### config.mk
export PLATFORM = sky130hd
export DESIGN_NAME = ipl_trap_arbiter
export DESIGN_NICKNAME = d
export VERILOG_FILES = /design/src/rtl/trap_arb_pkg.sv /design/src/rtl/trap_prio_enc.sv /design/src/rtl/lvl_stack.sv /design/src/rtl/ipl_trap_arbiter.sv
export SDC_FILE = /design/constraint.sdc
export NUM_CORES = 1
export LEC_CHECK = 0
export BUFFER_PORTS_ARGS = -buffer_cell sky130_fd_sc_hd__clkbuf_2
export CORE_ASPECT_RATIO = 1.1
export CORE_UTILIZATION = 40
export CTS_CLUSTER_SIZE = 40
export DETAILED_ROUTE_END_ITERATION = 7
export GPL_ROUTABILITY_DRIVEN = 0
export GPL_TIMING_DRIVEN = 0
export PLACE_DENSITY_LB_ADDON = 0.08
export SYNTH_ARGS = -nofsm -noshare
export SYNTH_HDL_FRONTEND = slang
export SYNTH_SLANG_ARGS = --single-unit
### constraint.sdc
create_clock -name clk -period 6.2 [get_ports clk]
set_input_delay 1.24 -clock clk [delete_from_list [all_inputs] [get_ports clk]]
set_output_delay 1.24 -clock clk [all_outputs]
set_load 0.1 [all_outputs]
### src/rtl/trap_arb_pkg.sv
package trap_arb_pkg;
  localparam int LVL_W    = 4;
  localparam int NUM_TRAP = 8;
  localparam int TIDX_W   = $clog2(NUM_TRAP);

  typedef logic [LVL_W-1:0] lvl_t;

  // trap line index -> priority level (8..15)
  function automatic lvl_t trap_level(input logic [TIDX_W-1:0] idx);
    return lvl_t'(NUM_TRAP) + lvl_t'(idx);
  endfunction

  // accepted level -> vector index
  function automatic lvl_t exc_vector(input logic is_trap, input lvl_t lvl);
    return is_trap ? lvl_t'(lvl - lvl_t'(NUM_TRAP)) : lvl_t'(lvl + lvl_t'(NUM_TRAP));
  endfunction
endpackage

### src/rtl/trap_prio_enc.sv
module trap_prio_enc #(
  parameter int N = 8,
  localparam int IW = $clog2(N)
) (
  input  logic [N-1:0]  req,
  output logic          valid,
  output logic [IW-1:0] idx
);
  always_comb begin
    valid = 1'b0;
    idx   = '0;
    for (int i = 0; i < N; i++) begin
      if (req[i]) begin
        valid = 1'b1;
        idx   = IW'(i);
      end
    end
  end
endmodule

### src/rtl/lvl_stack.sv
module lvl_stack #(
  parameter int W     = 4,
  parameter int DEPTH = 8,
  localparam int PW   = $clog2(DEPTH + 1),
  localparam int AW   = (DEPTH > 1) ? $clog2(DEPTH) : 1
) (
  input  logic         clk,
  input  logic         rst_n,
  input  logic         push,
  input  logic         pop,
  input  logic [W-1:0] din,
  output logic [W-1:0] top,
  output logic         full,
  output logic         empty
);
  logic [W-1:0]  mem [DEPTH];
  logic [PW-1:0] cnt;
  logic [AW-1:0] wr_a, rd_a;

  assign wr_a  = AW'(cnt);
  assign rd_a  = AW'(cnt - PW'(1));
  assign full  = (cnt == PW'(DEPTH));
  assign empty = (cnt == '0);
  assign top   = mem[rd_a];

  always_ff @(posedge clk or negedge rst_n) begin
    if (!rst_n) begin
      cnt <= '0;
      for (int i = 0; i < DEPTH; i++) mem[i] <= '0;
    end else if (push && !full) begin
      mem[wr_a] <= din;
      cnt       <= cnt + PW'(1);
    end else if (pop && !empty) begin
      cnt <= cnt - PW'(1);
    end
  end
endmodule

### src/rtl/ipl_trap_arbiter.sv
module ipl_trap_arbiter
  import trap_arb_pkg::*;
#(
  parameter int STACK_DEPTH = 8
) (
  input  logic                clk,
  input  logic                rst_n,
  input  logic [NUM_TRAP-1:0] trap_req,
  input  logic [2:0]          irq_level,
  input  logic                instr_done,
  input  logic                ret,
  input  logic                lvl_wr,
  input  logic [2:0]          lvl_wdata,
  output logic                take,
  output logic [LVL_W-1:0]    vec_idx,
  output logic [LVL_W-1:0]    cpu_level
);
  // named internal events
  logic              trap_valid;
  logic [TIDX_W-1:0] trap_idx;
  logic              irq_valid;
  logic              cand_valid;
  logic              cand_trap;
  lvl_t              cand_lvl;
  logic              accept;
  logic              do_pop;
  logic              sw_wr;
  logic              stk_full, stk_empty;
  lvl_t              stk_top;

  trap_prio_enc #(.N(NUM_TRAP)) u_enc (
    .req   (trap_req),
    .valid (trap_valid),
    .idx   (trap_idx)
  );

  assign irq_valid  = (irq_level != 3'd0);
  assign cand_valid = trap_valid || irq_valid;
  assign cand_trap  = trap_valid;
  assign cand_lvl   = trap_valid ? trap_level(trap_idx) : {1'b0, irq_level};

  assign do_pop = ret && !stk_empty;
  assign accept = instr_done && !ret && cand_valid && !stk_full && (cand_lvl > cpu_level);
  assign sw_wr  = lvl_wr && !ret && !accept && !cpu_level[LVL_W-1];

  lvl_stack #(.W(LVL_W), .DEPTH(STACK_DEPTH)) u_stk (
    .clk   (clk),
    .rst_n (rst_n),
    .push  (accept),
    .pop   (do_pop),
    .din   (cpu_level),
    .top   (stk_top),
    .full  (stk_full),
    .empty (stk_empty)
  );

  always_ff @(posedge clk or negedge rst_n) begin
    if (!rst_n) begin
      take      <= 1'b0;
      vec_idx   <= '0;
      cpu_level <= '0;
    end else begin
      take <= accept;
      if (do_pop) begin
        cpu_level <= stk_top;
      end else if (accept) begin
        cpu_level <= cand_lvl;
        vec_idx   <= exc_vector(cand_trap, cand_lvl);
      end else if (sw_wr) begin
        cpu_level <= {1'b0, lvl_wdata};
      end
    end
  end
endmodule

==> results.sh <==
export IMPL_status="finished, final reports clean"
export IMPL_cts_root_buf="clkbuf_8"
export IMPL_setup_viol=0
export IMPL_netlist_instances=186
export IMPL_design_area_um2=2760
export IMPL_nets=245
export IMPL_setup_tns_ns=0
export IMPL_synth_distinct_cells=42
export IMPL_dr_pass1_iters=4
export IMPL_yosysSeqAreaShare_pct=46.8
export IMPL_cpLargestDelayFamily="simple AND/OR/NAND/NOR gates"
export IMPL_grtUsageTotal_pct=18.8
export IMPL_hold_path_class="flop to flop"
export IMPL_arrival_ns=4.04
export IMPL_power_density_nw_per_um2=532
export IMPL_max_stage_delay_ns=0.44
export IMPL_fillers=521
export IMPL_die_area_um2=6330
export IMPL_start_util_pct=41.7
export IMPL_cts_made_buffers=5
export IMPL_cts_setup_buffers=0
export IMPL_ys_warn_count=0
export IMPL_antenna_cells=0
export IMPL_multi_input_area_um2=1190
export IMPL_path_max_fanout=10
export IMPL_die_height_um=83.3
export IMPL_initialDrtViolationCount=73
export IMPL_cts_max_level=2
export IMPL_whs_path_depth=2
export IMPL_synth_area_leaders="dfrtp_1, mux4_2, mux2_1, mux2_4, mux2_2"
export IMPL_core_region_area_um2=5770
export IMPL_fin_crit_sh_pct=62.3
export IMPL_grt_pass1_wl_um=9220
export IMPL_overflow=0
export IMPL_synth_seq_cells=45
export IMPL_ctsResizeCount=0
export IMPL_rsz0062_at_grt="no"
export IMPL_cp_buffers_inverters=3
export IMPL_slew_violations=0
export IMPL_portBuffers=27
export IMPL_wl_um=5190
export IMPL_netlist_area_um2=2410
export IMPL_clk_pin_slew_worst_paths_ns=0.09
export IMPL_clock_skew_ns=0.00621
export IMPL_vdd_ir_drop_max_mv=0.245
export IMPL_syn_avg_cell_area_um2=12.9
export IMPL_hold_viol=0
export IMPL_vias=1607
export IMPL_yosys_area_top_type_share_pct=46.8
export IMPL_max_freq_mhz=259
export IMPL_rows=29
export IMPL_crit_cells=12
export IMPL_end_kind="flop"
export IMPL_slowest_stage="or4_1"
export IMPL_grt_max_degree=46
export IMPL_min_period_ns=3.86
export IMPL_reg2regPathDepth=10
export IMPL_vias_per_cell=5.39
export IMPL_fp_dieW_um=76.0
export IMPL_leakage_nw=1.29
export IMPL_hpwl_um=3920
export IMPL_cts_sinks=45
export IMPL_cts_tree="yes"
export IMPL_tightest_slew_ns=1.12
export IMPL_boundaryPins=28
export IMPL_antenna_found_initial=0
export IMPL_synthesis_nets=211
export IMPL_timing_slew_headroom_pct=25.2
export IMPL_drv_max_cap_violation_count=0
export IMPL_ctsHoldBuffers=0
export IMPL_cp_required_ns=6.38
export IMPL_clkLatencyLatePin_ns=0.29
export IMPL_synth_top_area_cell="dfrtp_1"
export IMPL_seq_area_um2=1130
export IMPL_antenna_left=0
export IMPL_start_kind="input port"
export IMPL_place_area_um2=2640
export IMPL_power_mw=1.47
export IMPL_routedWlPerCell_um=17.4
export IMPL_first_global_vias=1775
export IMPL_final_layout_size_suffix_gt1_share_pct=35.3
export IMPL_worstSetupPathType="input port to flop"
export IMPL_drc=0
export IMPL_crit_chain="clkbuf_2 -> nor4_2 -> a21boi_0 -> inv_1 -> ha_1 -> nand4_1 -> o2111ai_1 -> a21oi_4 -> nand2_8 -> or4_1 -> buf_6 -> mux2_4"
export IMPL_cts_max_path_buffers=2
export IMPL_synthToLayoutAreaGrowth_pct=14.6
[registers in the layout, summed over array words and instances (netlist names)]
register and count:
cpu_level 4, take 1, u_stk.cnt 4, u_stk.mem 32, vec_idx 4
[final cells by class]
class                           instances  area share [%]
Buffer                                  6            1.45
Clock buffer                            6            2.99
Clock inverter                          2            1.36
Inverter                               11            1.68
Multi-Input combinational cell        124            43.3
Sequential cell                        45            40.8
Tap cell                               77            3.49
Timing Repair Buffer                   27            4.90
[stage by stage]
| stage | util, % | cells | setup WS [ns] | hold WS [ns] |
|---|---|---|---|---|
| 3_3_place_gp | 45.7 | 290 | 2.11 | 0.465 |
| 4_1_cts | 47.8 | 298 | 2.33 | 0.496 |
| 5_1_grt | 47.8 | 298 | 2.12 | 0.521 |
| 3_5_place_dp | 45.7 | 290 | 2.02 | 0.475 |
| 2_1_floorplan | - | 186 | 2.47 | 0.445 |
| 6_report | 47.8 | 298 | 2.34 | 0.491 |
[path summary, 6_finish.rpt]
check,start,end,slack [ns]
worst min-delay path,vec_idx[0],vec_idx[0],0.49
max in group asynchronous,rst_n,u_stk.mem[10],4.37
min in group asynchronous,rst_n,u_stk.mem[18],1.15
worst max-delay path,trap_req[7],u_stk.mem[17],2.34
worst max register to register,u_stk.cnt[0],u_stk.mem[17],3.16
worst min register to register,vec_idx[0],vec_idx[0],0.49
[cell usage after synthesis]
cell and count:
inv_1 10, nand2b_1 2, dfrtp_1 45, ha_1 6
inv_6 1, mux4_2 8, mux2_2 10, and3_1 2
a21oi_4 1, xor2_1 1, o22ai_1 1, o2111ai_1 1
clkbuf_1 2, nor2b_1 1, mux2i_1 4, or4_1 2
xnor2_1 3, nor4_2 2, nor2_1 10, nand2_2 1
nand4_4 3, a211oi_1 1, nand2_8 1, a21oi_1 8
a32oi_1 1, nand3_2 2, or4_4 1, mux2_1 12
nand4_1 1, a21boi_0 1, o21ai_0 9, o221ai_1 1
o41ai_1 1, buf_6 2, a22oi_2 1, nand2_1 12
a22o_1 1, o211ai_1 3, mux2_4 8, o31ai_1 1
nand3_1 1, buf_2 2
[routing by layer]
layer | track usage, % | share of wire [%]
met5 | 0 | 0
met4 | 6.47 | 1.8
met3 | 4.18 | 2.8
met2 | 28.7 | 48
met1 | 26.3 | 48
[tightest hold or removal path, stage by stage (launching register included)]
cell	delay, ns
dfrtp_1	0.35
nand2_1	0.05
nand2_1	0.06
[kinds of logic after synthesis]
logic type | Yosys count | synth area share, %
mux | 42 | 24.4
compound gates | 31 | 8.69
flops | 45 | 46.8
xor+xnor | 4 | 1.46
buf+inv | 17 | 3.59
fa+ha+maj | 6 | 3.12
simple gates | 41 | 11.9
[placed cells by master, fill, tap and decap left out, drive strengths merged, types with 2 or more instances in the layout]
cell	Yosys	layout
and3	2	2
mux2	30	30
or4	3	3
dfrtp	45	45
xnor2	3	3
ha	6	6
buf	4	4
o21ai	9	9
clkbuf	2	35
nor2	10	10
o211ai	3	3
nand2	14	14
nand2b	2	2
nand3	3	3
nor4	2	2
nand4	4	4
mux2i	4	4
mux4	8	8
a21oi	9	9
inv	11	11
[where the power goes]
part           leakage [nW]  internal (mW)  total (mW)  switching (mW)
Clock                0.0574          0.131       0.229          0.0980
Sequential            0.578          0.418       0.514          0.0963
Combinational         0.649          0.280       0.724           0.444
Total                  1.29          0.829        1.47           0.638
Power figures use the tool's default switching activity.
